--- src/rtl/pair_shift_pkg.sv ---
package pair_shift_pkg;

  typedef struct packed {
    logic latch;    // take instruction fields
    logic capture;  // take operands and form shifted result
    logic wrHi;     // present upper half on write port
    logic wrLo;     // present lower half on write port
    logic ccLoad;   // update condition code
  } ctrl_t;

  typedef enum logic [2:0] {
    ST_IDLE,
    ST_READ,
    ST_WHI,
    ST_WLO,
    ST_FIN,
    ST_ERR
  } state_t;

  localparam logic [1:0] CC_ZERO = 2'd0;
  localparam logic [1:0] CC_NEG  = 2'd1;
  localparam logic [1:0] CC_POS  = 2'd2;

endpackage

--- src/rtl/pair_shift_dp.sv ---
module pair_shift_dp
  import pair_shift_pkg::*;
#(
  parameter int REG_W  = 32,
  parameter int ADDR_W = 4,
  parameter int DISP_W = 12,
  parameter int CNT_W  = 6
) (
  input  logic              clk,
  input  logic              rstN,
  input  ctrl_t             ctrl,
  input  logic [ADDR_W-2:0] pairSel,
  input  logic [ADDR_W-1:0] baseSel,
  input  logic [DISP_W-1:0] disp,
  output logic [ADDR_W-1:0] rdAddrHi,
  output logic [ADDR_W-1:0] rdAddrLo,
  output logic [ADDR_W-1:0] rdAddrBase,
  input  logic [REG_W-1:0]  rdDataHi,
  input  logic [REG_W-1:0]  rdDataLo,
  input  logic [REG_W-1:0]  rdDataBase,
  output logic [ADDR_W-1:0] wrAddr,
  output logic [REG_W-1:0]  wrData,
  output logic [1:0]        condCode
);

  localparam int PAIR_W = 2 * REG_W;

  logic [ADDR_W-2:0] pairQ;
  logic [ADDR_W-1:0] baseQ;
  logic [CNT_W-1:0]  dispQ;
  logic [CNT_W-1:0]  baseLow;
  logic [CNT_W-1:0]  shiftCnt;
  logic signed [PAIR_W-1:0] operand;
  logic signed [PAIR_W-1:0] shifted;
  logic [PAIR_W-1:0] resQ;
  logic [1:0]        ccQ;
  logic [1:0]        ccNext;

  always_ff @(posedge clk) begin
    if (!rstN) begin
      pairQ <= '0;
      baseQ <= '0;
      dispQ <= '0;
    end else if (ctrl.latch) begin
      pairQ <= pairSel;
      baseQ <= baseSel;
      dispQ <= disp[CNT_W-1:0];
    end
  end

  assign rdAddrHi   = {pairQ, 1'b0};
  assign rdAddrLo   = {pairQ, 1'b1};
  assign rdAddrBase = baseQ;

  // only the low count bits of the address matter, so the adder stops there
  assign baseLow  = (baseQ == '0) ? '0 : rdDataBase[CNT_W-1:0];
  assign shiftCnt = baseLow + dispQ;
  assign operand  = {rdDataHi, rdDataLo};
  assign shifted  = operand >>> shiftCnt;

  always_ff @(posedge clk) begin
    if (!rstN) resQ <= '0;
    else if (ctrl.capture) resQ <= shifted;
  end

  assign wrAddr = ctrl.wrLo ? {pairQ, 1'b1} : {pairQ, 1'b0};
  assign wrData = ctrl.wrLo ? resQ[REG_W-1:0] : resQ[PAIR_W-1:REG_W];

  always_comb begin
    if (resQ == '0)            ccNext = CC_ZERO;
    else if (resQ[PAIR_W-1])   ccNext = CC_NEG;
    else                       ccNext = CC_POS;
  end

  always_ff @(posedge clk) begin
    if (!rstN) ccQ <= CC_ZERO;
    else if (ctrl.ccLoad) ccQ <= ccNext;
  end

  assign condCode = ccQ;

endmodule

--- src/rtl/pair_shift_ctrl.sv ---
module pair_shift_ctrl
  import pair_shift_pkg::*;
(
  input  logic  clk,
  input  logic  rstN,
  input  logic  startValid,
  input  logic  pairOdd,
  output ctrl_t ctrl,
  output logic  ready,
  output logic  wrEn,
  output logic  done,
  output logic  specErr
);

  state_t state, stateNext;
  logic   accept;

  assign accept = (state == ST_IDLE) && startValid;

  always_comb begin
    stateNext = state;
    unique case (state)
      ST_IDLE: if (startValid) stateNext = pairOdd ? ST_ERR : ST_READ;
      ST_READ: stateNext = ST_WHI;
      ST_WHI:  stateNext = ST_WLO;
      ST_WLO:  stateNext = ST_FIN;
      ST_FIN:  stateNext = ST_IDLE;
      ST_ERR:  stateNext = ST_IDLE;
      default: stateNext = ST_IDLE;
    endcase
  end

  always_ff @(posedge clk) begin
    if (!rstN) state <= ST_IDLE;
    else       state <= stateNext;
  end

  always_comb begin
    ctrl         = '0;
    ctrl.latch   = accept && !pairOdd;
    ctrl.capture = (state == ST_READ);
    ctrl.wrHi    = (state == ST_WHI);
    ctrl.wrLo    = (state == ST_WLO);
    ctrl.ccLoad  = (state == ST_WLO);
  end

  assign ready   = (state == ST_IDLE);
  assign wrEn    = ctrl.wrHi || ctrl.wrLo;
  assign done    = (state == ST_FIN);
  assign specErr = (state == ST_ERR);

endmodule

--- src/rtl/pair_shift_unit.sv ---
module pair_shift_unit
  import pair_shift_pkg::*;
#(
  parameter int REG_W  = 32,
  parameter int ADDR_W = 4,
  parameter int DISP_W = 12,
  parameter int CNT_W  = 6,
  parameter int OP_W   = 8
) (
  input  logic                          clk,
  input  logic                          rstN,
  input  logic                          startValid,
  input  logic [OP_W+3*ADDR_W+DISP_W-1:0] instrWord,
  output logic                          ready,
  output logic [ADDR_W-1:0]             rdAddrHi,
  input  logic [REG_W-1:0]              rdDataHi,
  output logic [ADDR_W-1:0]             rdAddrLo,
  input  logic [REG_W-1:0]              rdDataLo,
  output logic [ADDR_W-1:0]             rdAddrBase,
  input  logic [REG_W-1:0]              rdDataBase,
  output logic                          wrEn,
  output logic [ADDR_W-1:0]             wrAddr,
  output logic [REG_W-1:0]              wrData,
  output logic                          done,
  output logic [1:0]                    condCode,
  output logic                          specErr
);

  localparam int BASE_LSB = DISP_W;
  localparam int PAIR_LSB = DISP_W + 2 * ADDR_W;

  ctrl_t ctrl;

  pair_shift_ctrl u_ctrl (
    .clk        (clk),
    .rstN       (rstN),
    .startValid (startValid),
    .pairOdd    (instrWord[PAIR_LSB]),
    .ctrl       (ctrl),
    .ready      (ready),
    .wrEn       (wrEn),
    .done       (done),
    .specErr    (specErr)
  );

  pair_shift_dp #(
    .REG_W  (REG_W),
    .ADDR_W (ADDR_W),
    .DISP_W (DISP_W),
    .CNT_W  (CNT_W)
  ) u_dp (
    .clk        (clk),
    .rstN       (rstN),
    .ctrl       (ctrl),
    .pairSel    (instrWord[PAIR_LSB+1 +: ADDR_W-1]),
    .baseSel    (instrWord[BASE_LSB +: ADDR_W]),
    .disp       (instrWord[DISP_W-1:0]),
    .rdAddrHi   (rdAddrHi),
    .rdAddrLo   (rdAddrLo),
    .rdAddrBase (rdAddrBase),
    .rdDataHi   (rdDataHi),
    .rdDataLo   (rdDataLo),
    .rdDataBase (rdDataBase),
    .wrAddr     (wrAddr),
    .wrData     (wrData),
    .condCode   (condCode)
  );

endmodule

--- config.mk ---
export PLATFORM = sky130hd
export DESIGN_NAME = pair_shift_unit
export DESIGN_NICKNAME = d
export VERILOG_FILES = /design/src/rtl/pair_shift_pkg.sv /design/src/rtl/pair_shift_dp.sv /design/src/rtl/pair_shift_ctrl.sv /design/src/rtl/pair_shift_unit.sv
export SDC_FILE = /design/constraint.sdc
export NUM_CORES = 1
export LEC_CHECK = 0
export BUFFER_PORTS_ARGS = -buffer_cell sky130_fd_sc_hd__buf_4
export CORE_ASPECT_RATIO = 0.5
export CORE_MARGIN = 2
export CORE_UTILIZATION = 45
export DETAILED_ROUTE_END_ITERATION = 8
export PLACE_DENSITY_LB_ADDON = 0.3
export REMOVE_ABC_BUFFERS = 1
export SLEW_MARGIN = 20
export SYNTH_ARGS = -nofsm -noshare
export SYNTH_HDL_FRONTEND = slang
export SYNTH_SLANG_ARGS = --single-unit
--- constraint.sdc ---
create_clock -name clk -period 6.4 [get_ports clk]
set_input_delay 0.32 -clock clk [delete_from_list [all_inputs] [get_ports clk]]
set_output_delay 0.32 -clock clk [all_outputs]
set_load 0.005 [all_outputs]
Word-level counts from Yosys, hierarchy flattened

Index checks and enable logic that the tools add are counted.

Bits in registers: 82
Bits in latches: 0
Memory bits (writable): 0
ROM bits: 0
Bits of input ports: 131
Output and inout port bits: 54
Memories: 0

Add/sub/neg operators: 1
Multiply operators: 0
Divide/modulo/power cells: 0
Magnitude comparators: 0
Equality and inequality tests: 6
Shift operators: 1
Muxes and demuxes: 8
Bitwise operators: 0
Reduce and logical (&&, ||, !) cells: 7

Operators by type and width:

| operator                                                        | count |
|---|---|
| 64-bit logical NOT                                              | 1 |
| 64-bit by 6-bit >>> shifter with 64-bit output                  | 1 |
| 32-bit 2-to-1 mux                                               | 1 |
| 3-bit one-hot mux with 4 select lines                           | 1 |
| 6-bit adder                                                     | 1 |
| 3-bit by 2-bit == test with 1-bit output, second input constant | 2 |
| 3-bit == test, second input constant                            | 2 |
| 3-bit 2-to-1 mux                                                | 2 |
| 6-bit 2-to-1 mux                                                | 1 |
| 4-bit logical NOT                                               | 1 |
| 2-bit 2-to-1 mux                                                | 2 |
| 3-bit by 1-bit == test with 1-bit output, second input constant | 1 |
| 3-bit logical NOT                                               | 1 |
| 1-bit logical AND                                               | 2 |
| 2-bit != test, second input constant                            | 1 |
| 1-bit logical NOT                                               | 1 |
| 1-bit logical OR                                                | 1 |
| 1-bit 2-to-1 mux                                                | 1 |

Depth between registers and ports, before layout

Gate-level depths: netlist of the first run.

Depth in word-level cells: 4
Gate-level depth with buffers: 18

Hierarchy

Synthesis of the first run repeated with hierarchy kept, for this count alone.

Cell total of the unflattened synthesis: 1095
Area total of the unflattened synthesis: 8640.8 um^2

By module, submodules not included:

| module          | times used | cells each | area an instance (um^2) | sequential area each (um^2) |
|---|---|---|---|---|
| pair_shift_dp   | 1          | 1073       | 8434.3                  | 1581.5 |
| pair_shift_ctrl | 1          | 22         | 206.4                   | 60.1 |

Least setup slack after synthesis of the first run

No wires, ideal clock.

Path kind: register to register
Start point: reg u_dp.baseQ[0] (netlist: u_dp.rdAddrBase[0])
End point: reg u_dp.resQ[6]
Library setup time: 0.138 ns
Arrival: 4.410 ns
Required time: 6.262 ns
Path slack: 1.853 ns
Cell stages (with the launch flop): 17
Path buffers: 7
Cells stage by stage: dfxtp_1 o41ai_4 inv_2 clkbuf_1 clkbuf_1 ha_1 inv_1 fa_1 clkbuf_1 buf_1 buf_2 clkbuf_1 buf_1 mux2i_1 nand2_1 a32oi_1 o311ai_1

Word-level cells in the longest chain between the ends: 4

Ends and longest elaborated chain:

| element                                        | RTL line            | text |
|---|---|---|
| start: declaration                             | pair_shift_dp.sv:29 | `logic [ADDR_W-1:0] baseQ;` |
| start signal: assignment                       | pair_shift_dp.sv:46 | `baseQ <= baseSel;` |
| 4-bit logical NOT                              | pair_shift_dp.sv:56 | `assign baseLow = (baseQ == '0) ? '0 : rdDataBase[CNT_W-1:0];` |
| 6-bit 2-to-1 mux                               | pair_shift_dp.sv:56 |  |
| 6-bit adder                                    | pair_shift_dp.sv:57 | `assign shiftCnt = baseLow + dispQ;` |
| 64-bit by 6-bit >>> shifter with 64-bit output | pair_shift_dp.sv:59 | `assign shifted = operand >>> shiftCnt;` |
| end signal: assignment                         | pair_shift_dp.sv:63 | `else if (ctrl.capture) resQ <= shifted;` |
| end: declaration                               | pair_shift_dp.sv:35 | `logic [PAIR_W-1:0] resQ;` |

Every way passes these cells.
A chain may end at the register's enable or synchronous reset.

Worst setup path in the final report of the first run

Start point: reg u_dp.baseQ[3] (netlist: u_dp.rdAddrBase[3])
End point: reg u_dp.resQ[21]

Same word-level chain as after synthesis.

==> impl_metrics.csv, run 1 <==
group,metric,value,unit
global_route,grtUsageTotal,31.03,%
global_route,grt_first_pass_wirelength,46.82,mm
power,power.leakage,4.445,nW
synthesis,netlist_area,8270,um2
timing,final-setup-viol-count,0,
synthesis,ys_seq_area_share,19.85,%
cells_and_area,instances_no_fill,1332,
cells_and_area,design_area,9772,um2
synthesis,synth_fa_ha_area_share,0.9985,%
synthesis,synth_compound_area_share,22.89,%
floorplan,initial_utilization,46.73,%
floorplan,die_h,99.86,um
synthesis,synth-xor-area-share,1.180,%
routing,wl_per_cell,23.33,um
synthesis,synth_edf_count,0,
synthesis,synthMuxAreaShare,31.62,%
cells_and_area,antenna_cells,0,
power,powerDensity,282.5,nW/um2
cts,clock-sinks,82,
floorplan,core_area,17700,um2
setup_path,critical_path_class,"register to register",
timing,tns,0,ns
cts,hold_buffers,0,
global_route,overflow,0,
place,place_area,9464,um2
place,gp_congestion,1.034,
min_path,hp-class,"input pin to register",
cts,cts_resized,0,
routing,vias,8811,
synthesis,syn_avg_cell_area,8.164,um2
timing,rsz0062_at_grt,"no",
outcome,status,"finished clean",
flow_run,cap_viol_max_count,0,
synthesis,synth_cells,1013,
global_route,antenna_found_initial,0,
routing,firstDrtPassIters,7,
place,dp_cells,1316,
timing,finalHoldViolCount,0,
routing,ant_nets,0,
cts,root_buffer,"clkbuf_16",
floorplan,core.rowCount,34,
timing,drv_slew,0,
cts,cts_tree,"yes",
cells_and_area,utilization,55.22,%
routing,finalWirelength,31.08,mm
cts,post-cts-setup-buffer-count,0,
global_route,first_global_vias,7976,
synthesis,ys_warn_count,0,
cells_and_area,area_growth,18.15,%
cells_and_area,nets,1230,
floorplan,die_area,19540,um2
timing,worstMarginPinSlew,1.127,ns
timing,max_slew_margin,24.87,%
timing,fin_crit_sh,78.44,%
cells_and_area,num-fill-cells,1692,
timing,period_minus_slack,5.020,ns
synthesis,synth_ff_type,"dfxtp_1",
synthesis,yosys.area_share.simple,17.97,%
timing,final.setup_skew,0.006325,ns
cells_and_area,drive_gt1_share,26.14,%
synthesis,async_flop_share,0,%
cts,clock_path_buffers,2,
global_route,grt_max_degree,69,
cts,htree_levels,3,
place,io_buffers,138,
floorplan,die_w,195.7,um
routing,viasPerCell,6.615,
timing,fmax,199.2,MHz
cts,clk_pin_slew_worst_paths,0.06,ns
synthesis,synth_top_family_by_area,"multiplexers",
routing,drc,0,
synthesis,yosysUniqueCellTypes,76,
setup_path,required,6.64,ns
synthesis,synth-seq-cells,82,
floorplan,ios,185,
setup_path,cp.arrival,5.26,ns
cts,cts_buffers,9,
cts,clk_latency,0.34,ns
power,ir_worst_vdd,0.1343,mV
setup_path,startpoint_type,"register",
routing,drt_iter0_drc,1189,
setup_path,end_kind,"register",
setup_path,crit_fanout,24,
place,dp.final_hpwl,23.82,mm
[worst max-delay path, stage by stage, from the launching register on]
cell	delay, ns
dfxtp_1	0.43
o41ai_4	0.10
buf_4	0.22
inv_2	0.42
ha_1	0.29
inv_1	0.07
fa_2	0.44
xnor2_2	0.81
buf_4	0.33
or4_1	0.12
o21ai_0	0.08
a211oi_1	0.64
mux4_2	0.44
and2_1	0.14
a211oi_1	0.09
a211oi_1	0.27
[final cells by class]
class                           instances  area (um2)  area share [%]
Multi-Input combinational cell        828        6265           64.11
Sequential cell                        82        1642           16.80
Timing Repair Buffer                  163        1236           12.65
Tap cell                              234       292.8           2.996
Clock buffer                            9       225.2           2.305
Clock inverter                          7       77.57          0.7939
Inverter                                9       33.78          0.3457
[flip-flops by register name, summed over array words and instances, names as in the netlist]
signal and flops:
u_dp.dispQ 6, u_dp.rdAddrBase 4, u_dp.pairQ 3, u_dp.resQ 64, u_ctrl.state 3, u_dp.condCode 2
[layout by cell type, fill, tap and decap left out, types with 19 or more instances in the layout]
master	instances
a211oi_1	22
a21oi_1	47
buf_4	162
dfxtp_1	82
mux2_2	63
mux2i_1	133
mux4_2	25
nand2_1	111
nand3_1	19
nor2_1	63
nor2b_1	21
nor3_1	27
nor4_1	19
o211ai_1	24
o21ai_0	55
[synth_stat cells, types with 6 or more instances]
| cell type | count | area share [%] |
|---|---|---|
| inv_1 | 8 | 0.36 |
| a31oi_1 | 15 | 1.1 |
| mux2_2 | 63 | 8.6 |
| a21o_1 | 9 | 0.82 |
| a32oi_1 | 6 | 0.64 |
| nand4_1 | 8 | 0.61 |
| buf_1 | 10 | 0.45 |
| and2_1 | 15 | 1.1 |
| dfxtp_1 | 82 | 20 |
| nor2b_1 | 21 | 1.6 |
| nand2_1 | 112 | 5.1 |
| nor4_1 | 19 | 1.4 |
| clkbuf_1 | 67 | 3.0 |
| a22oi_1 | 7 | 0.64 |
| o21ai_0 | 55 | 3.3 |
| buf_4 | 13 | 1.2 |
| a21oi_1 | 47 | 2.8 |
| a211oi_1 | 22 | 2.0 |
| nor3_1 | 27 | 1.6 |
| o211ai_1 | 24 | 2.2 |
| o21ai_1 | 15 | 0.91 |
| mux4_2 | 25 | 6.8 |
| o221ai_1 | 10 | 1.1 |
| mux2i_1 | 133 | 16 |
| nand3_1 | 19 | 1.1 |
| nor2_1 | 63 | 2.9 |
[power breakdown]
part / internal, mW / leakage [nW] / switching, mW / total (mW)
clock: 0.306 / 0.146 / 0.223 / 0.529
combinational: 0.618 / 3.63 / 0.982 / 1.60
sequential: 0.572 / 0.670 / 0.0595 / 0.632
total: 1.50 / 4.45 / 1.26 / 2.76
[through the flow]
step | power, mW | hold WS (ns) | worst slack (ns)
final | 2.760 | 0.2331 | 1.380
after CTS | 2.692 | 0.2307 | 1.556
after detailed placement | 2.164 | 0.4584 | 1.573
after floorplan | 1.625 | 0.4359 | -0.9018
after global placement | 2.146 | 0.4511 | 1.640
after global routing | 2.869 | 0.2426 | 1.179
[per-layer routing]
layer	track usage (%)	share of wire, %	wire, um	vias up
met4	6.119	1.6	486	0
li1	-	-	-	4028
met2	43.54	39	12200	548
met5	0	0	0	-
met3	10.18	13	4052	50
met1	46.01	46	14340	4185
[worst paths after layout]
check                                         from            end  slack [ns]  cells after the start
worst max register to register  u_dp.rdAddrBase[3]  u_dp.resQ[21]        1.38                     15
worst min register to register       u_dp.resQ[35]  u_dp.resQ[35]        0.47                      2
worst min-delay path                  instrWord[1]  u_dp.dispQ[1]        0.23                      3
worst max-delay path            u_dp.rdAddrBase[3]  u_dp.resQ[21]        1.38                     15
[kinds of logic (layout without fill, tap and decap cells)]
logic type                 Yosys count  count (layout)
AOI/OAI and AO/OA                  277             277
xor gates and xnor gates             9               9
and+or+nand+nor                    312             312
adders and majority gates            6               6
muxes                              222             222
buffers and inverters              103             188
DFF                                 82              82
other                                2               2
Note: power is estimated with default switching activity, not from simulation.
==> run 2, diff against run 1 <==
==> constraint.sdc (replaced) <==
create_clock -name clk -period 4.1 [get_ports clk]
set_input_delay 0.205 -clock clk [delete_from_list [all_inputs] [get_ports clk]]
set_output_delay 0.205 -clock clk [all_outputs]
set_load 0.005 [all_outputs]
==> run 2 against run 1 <==
Against the previous run:
- hold slack worse by 0.12 ns
- combinational power grew 84%
- via count is 3.4% higher
- critical path type unchanged
- cell count is 5.7% higher
- die area stayed put
- count of clock-buffer cells in the layout grew 1
- register-to-register slack got worse by 1.2 ns
==> impl_metrics.csv, run 2 (synthesized netlist as in run 1, its figures left out) <==
group,metric,value,unit
min_path,worstHoldPathCells,3,
cts,clk_pin_slew_worst_paths,0.07,ns
floorplan,die_w,195.7,um
timing,fmax,252.2,MHz
global_route,grtUsageTotal,35.72,%
place,gp_congestion,0.9924,
setup_path,crit_slowest_cell,"a21oi_1",
global_route,first_global_vias,8323,
setup_path,r2r_cells,15,
timing,period_minus_slack,3.965,ns
setup_path,cp.arrival,4.21,ns
cts,cts_tree,"yes",
timing,drv_slew,0,
global_route,antenna_found_initial,0,
cells_and_area,utilization,59.80,%
power,power.leakage,4.893,nW
place,io_buffers,138,
cells_and_area,layout_common_cells,"226 x buf_4, 132 x mux2i_1, 111 x nand2_1",
routing,finalWirelength,35.39,mm
setup_path,crit_chain,"buf_4 > o41ai_4 > inv_2 > ha_1 > inv_1 > fa_2 > buf_4 > buf_12 > nor2_1 > buf_4 > a22oi_1 > o211a_1 > a21oi_1 > a31oi_1 > a32o_1",
cts,root_buffer,"clkbuf_16",
floorplan,core.rowCount,34,
floorplan,initial_utilization,46.73,%
routing,drt_iter0_drc,1018,
cts,clk_latency,0.35,ns
floorplan,die_area,19540,um2
floorplan,die_h,99.86,um
cells_and_area,drive_gt1_share,31.86,%
setup_path,required,4.34,ns
routing,ant_nets,0,
global_route,grt_first_pass_wirelength,52.23,mm
cells_and_area,largest_reg_flops,64,
cts,clock-sinks,82,
global_route,overflow,0,
timing,worstMarginPinSlew,0.9402,ns
timing,whs,0.1116,ns
routing,vias,9111,
floorplan,core_area,17700,um2
min_path,hold_path_end,"u_dp.dispQ[1]",
min_path,min_from,"instrWord[1]",
setup_path,startpoint_type,"register",
place,dp.final_hpwl,27.38,mm
routing,drc,0,
setup_path,cpMostUsedCell,"buf_4",
global_route,grt_max_degree,61,
setup_path,regToRegSetupSlack,0.13,ns
setup_path,crit_fanout,35,
routing,firstDrtPassIters,5,
cts,hold_buffers,0,
cts,htree_levels,3,
setup_path,reg2reg_to,"u_dp.resQ[14]",
setup_path,end_kind,"register",
setup_path,critical_path_class,"register to register",
outcome,status,"finished clean",
timing,layout_setup_ws,0.1346,ns
min_path,hp-class,"input pin to register",
floorplan,ios,185,
cells_and_area,regMostFlops,"u_dp.resQ",
power,powerDensity,459.5,nW/um2
cells_and_area,area_growth,27.96,%
timing,finalHoldViolCount,0,
place,preCtsSetupSlack,-0.04559,ns
routing,viasPerCell,6.471,
cells_and_area,antenna_cells,0,
setup_path,regToRegStartpoint,"u_dp.rdAddrBase[0]",
cells_and_area,nets,1306,
timing,fin_crit_sh,96.72,%
setup_path,critPathMaxStageDelay,0.59,ns
flow_run,cap_viol_max_count,0,
timing,max_slew_margin,37.32,%
power,ir_worst_vdd,0.2766,mV
cts,clock_path_buffers,2,
timing,final.setup_skew,0.005754,ns
routing,wl_per_cell,25.14,um
cells_and_area,final_common_cell,"buf_4",
cts,cts_buffers,9,
timing,final-setup-viol-count,0,
-- run 2: layout make-up --
class                           instances  area [um2]
Timing Repair Buffer                  239        1953
Multi-Input combinational cell        828        6326
Clock inverter                          6       96.34
Clock buffer                           10       239.0
Inverter                                9       33.78
Fill cell                            1610        7114
Sequential cell                        82        1642
Tap cell                              234       292.8
-- run 2: worst max path at each step --
stage,to,depth (start not counted),from,slack [ns]
3_5_place_dp,u_dp.resQ[17],13,u_dp.rdAddrBase[1],-0.05
3_3_place_gp,u_dp.resQ[17],13,u_dp.rdAddrBase[1],0.07
5_1_grt,u_dp.resQ[3],17,u_dp.rdAddrBase[3],-0.02
2_1_floorplan,u_dp.resQ[17],13,u_dp.rdAddrBase[3],-3.20
6_report,u_dp.resQ[14],15,u_dp.rdAddrBase[0],0.13
4_1_cts,u_dp.resQ[15],14,u_dp.rdAddrBase[1],0.02
-- run 2: layer usage --
metal | GRT usage, % | vias up | wire (um)
li1 | - | 4161 | -
met1 | 53.45 | 4371 | 16600
met2 | 49.23 | 533 | 13700
met3 | 12.50 | 46 | 4622
met4 | 6.061 | 0 | 469
met5 | 0 | - | 0
-- run 2: worst max-delay path, delay by kind of cell, from the launching register on --
kind,cells,cell delay [ns]
DFF,1,0.32
buffers and inverters,6,0.84
and+or+nand+nor,1,0.28
adders and majority gates,2,0.70
AOI/OAI and AO/OA,6,1.70
-- run 2: report_power, final --
| group | switching (mW) | total, mW | internal, mW |
|---|---|---|---|
| clock | 0.364 | 0.923 | 0.559 |
| combinational | 1.73 | 2.95 | 1.23 |
| sequential | 0.0922 | 0.985 | 0.893 |
| total | 2.18 | 4.86 | 2.68 |
-- run 2: metrics by stage --
step                instance area (um2)  power (mW)  instances  setup TNS [ns]
CTS                               10450       4.689       1401               0
floorplan                          7858       2.537        919         -172.14
finish                            10580       4.862       1408               0
global route                      10580       5.052       1408        -0.01561
detailed placement                10090       3.763       1385        -0.04559
global placement                  10090       3.741       1385               0
-- run 2: timing repair --
action | in CTS | in global routing
hold endpoints to repair | 0 | 0
pin swaps | 0 | 4
buffers inserted | 0 | 6
gates resized for setup | 2 | 12
cloned | 0 | 1
setup endpoints to repair | 1 | 28
==> run 3, diff against run 2 <==
--- a/config.mk
+++ b/config.mk
@@ -6,9 +6,11 @@
 export NUM_CORES = 1
 export LEC_CHECK = 0
 export BUFFER_PORTS_ARGS = -buffer_cell sky130_fd_sc_hd__buf_4
+export CELL_PAD_IN_SITES_DETAIL_PLACEMENT = 0
+export CELL_PAD_IN_SITES_GLOBAL_PLACEMENT = 1
 export CORE_ASPECT_RATIO = 0.5
 export CORE_MARGIN = 2
-export CORE_UTILIZATION = 45
+export CORE_UTILIZATION = 37
 export DETAILED_ROUTE_END_ITERATION = 8
 export PLACE_DENSITY_LB_ADDON = 0.3
 export REMOVE_ABC_BUFFERS = 1
==> run 3 against run 2 <==
Against the previous run:
- sequential share of layout area rose by 0.10 points
- sequential power is essentially flat
- fmax grew 0.55%
- flip-flop and latch count did not move
- global-route usage fell by 6.0 points
- count of clock-buffer cells in the layout up 2
- utilization fell by 11 points
- cell count rose by 3.9%
- clock skew rose by 0.00072 ns
- wire length is essentially flat
- first-iteration DRC count down 5.6%
- largest cell class unchanged
==> impl_metrics.csv, run 3 (synthesized netlist as in run 1, its figures left out) <==
group,metric,value,unit
outcome,status,"finished clean",
place,preCtsSetupSlack,0.07754,ns
cts,cts_buffers,9,
global_route,antenna_found_initial,0,
setup_path,reg2reg_to,"u_dp.resQ[10]",
place,dp.final_hpwl,28.18,mm
setup_path,regToRegStartpoint,"u_dp.rdAddrBase[0]",
floorplan,die_area,23640,um2
routing,drc,0,
setup_path,regToRegSetupSlack,0.16,ns
routing,wl_per_cell,24.21,um
global_route,top_usage_layer,"met1",
cts,cts_tree,"yes",
timing,period_minus_slack,3.944,ns
timing,layout_setup_ws,0.1562,ns
floorplan,die_h,109.7,um
routing,vias,8945,
setup_path,required,4.34,ns
routing,finalWirelength,35.43,mm
setup_path,r2r_cells,14,
routing,viasPerCell,6.114,
cells_and_area,drive_gt1_share,31.47,%
place,gp_congestion,0.9567,
cts,clock-sinks,82,
global_route,grtUsageTotal,29.73,%
routing,drt_iter0_drc,961,
global_route,grt_max_degree,47,
global_route,grt_first_pass_wirelength,52.83,mm
global_route,use_met2,41.84,%
timing,whs,0.1075,ns
floorplan,ios,185,
cells_and_area,largest_reg_flops,64,
power,powerDensity,448.6,nW/um2
cts,clk_pin_slew_worst_paths,0.06,ns
timing,finalHoldViolCount,0,
global_route,overflow,0,
global_route,first_global_vias,8272,
routing,ant_nets,0,
timing,max_slew_margin,43.74,%
setup_path,end_kind,"register",
cells_and_area,antenna_cells,0,
cts,clk_latency,0.35,ns
timing,drv_slew,0,
setup_path,critical_path_class,"register to register",
timing,fmax,253.6,MHz
cells_and_area,area_growth,27.49,%
cells_and_area,nets,1296,
cts,htree_levels,3,
power,ir_worst_vdd,0.2258,mV
floorplan,die_w,215.4,um
place,io_buffers,138,
setup_path,critPathCapture,"u_dp.resQ[10]",
global_route,gr-usage-met1,44.85,%
timing,final.setup_skew,0.006471,ns
setup_path,crit_fanout,23,
timing,fin_crit_sh,96.19,%
power,power.leakage,4.820,nW
timing,worstMarginPinSlew,0.8413,ns
min_path,hp-class,"input pin to register",
setup_path,cp.arrival,4.18,ns
cells_and_area,regMostFlops,"u_dp.resQ",
cts,clock_path_buffers,2,
setup_path,startpoint_type,"register",
setup_path,startpoint,"u_dp.rdAddrBase[0]",
floorplan,core.rowCount,38,
timing,rsz0062_at_grt,"no",
routing,firstDrtPassIters,5,
cts,post-cts-setup-buffer-count,0,
min_path,min_from,"instrWord[23]",
cells_and_area,layout_common_cells,"217 x buf_4, 132 x mux2i_1, 111 x nand2_1",
global_route,grt_util_met3,9.018,%
floorplan,core_area,21780,um2
timing,tns,0,ns
flow_run,cap_viol_max_count,0,
timing,final-setup-viol-count,0,
cells_and_area,final_common_cell,"buf_4",
cts,root_buffer,"clkbuf_16",
floorplan,initial_utilization,37.98,%
[run 3: cell types whose count changed in the layout (fill, tap and decap cells not counted), moves of 2 or more]
cell and delta:
a211oi_1 +2, a211oi_2 -2, buf_4 -9, clkbuf_8 +2, clkinv_4 +2, dfxtp_1 -4
dfxtp_2 +4, inv_6 -2
[run 3: metrics by stage]
| step | power, mW | utilization, % | std cells | instance area [um2] |
|---|---|---|---|---|
| after detailed placement | 3.766 | 46.78 | 1448 | 10190 |
| after floorplan | 2.537 | - | 919 | 7858 |
| after global routing | 4.938 | 48.42 | 1463 | 10540 |
| after global placement | 3.755 | 46.78 | 1448 | 10190 |
| final | 4.730 | 48.42 | 1463 | 10540 |
| after CTS | 4.630 | 48.22 | 1463 | 10500 |
[run 3: metal layers]
| metal | share of wire, % | up-vias |
|---|---|---|
| met5 | 0 | - |
| met4 | 0.58 | 0 |
| met3 | 10 | 21 |
| li1 | - | 4145 |
| met2 | 40 | 379 |
| met1 | 49 | 4400 |
[run 3: timing repair]
item                       in CTS  in global routing
setup endpoints to repair       0                 34
hold buffers                    0                  0
resized for setup               0                 13
[run 3: area by class of cell]
| class | count | area [um2] |
|---|---|---|
| repair buffers | 229 | 1869 |
| multi-input cells | 828 | 6301 |
| clock buffers | 12 | 266.5 |
| well taps | 300 | 375.4 |
| flip-flops and latches | 82 | 1647 |
| clock inverters | 3 | 47.55 |
| inverters | 9 | 37.54 |
| fillers | 2191 | 11230 |
[run 3: how the worst min path moves through the flow]
stage,to,cells past startpoint
after global routing,u_dp.rdAddrBase[2],3
after floorplan,u_dp.dispQ[0],1
final,u_dp.pairQ[2],3
after detailed placement,u_dp.resQ[49],2
after global placement,u_dp.resQ[49],2
after CTS,u_dp.pairQ[2],3
[run 3: report_power, final]
part	switching (mW)	internal [mW]	total [mW]
Combinational	1.69	1.19	2.88
Sequential	0.0934	0.894	0.987
Clock	0.339	0.521	0.860
Total	2.12	2.61	4.73
[run 3: worst max-delay path: stages, from the launching register on]
cell and delay (ns):
dfxtp_2 0.38, o41ai_4 0.12, inv_2 0.07, ha_1 0.16
inv_1 0.06, fa_4 0.85, buf_12 0.19, or3b_2 0.45
a21oi_1 0.13, nor3_1 0.09, and3_1 0.19, mux4_2 0.57
o21ai_1 0.20, a21oi_1 0.12, a22o_1 0.21
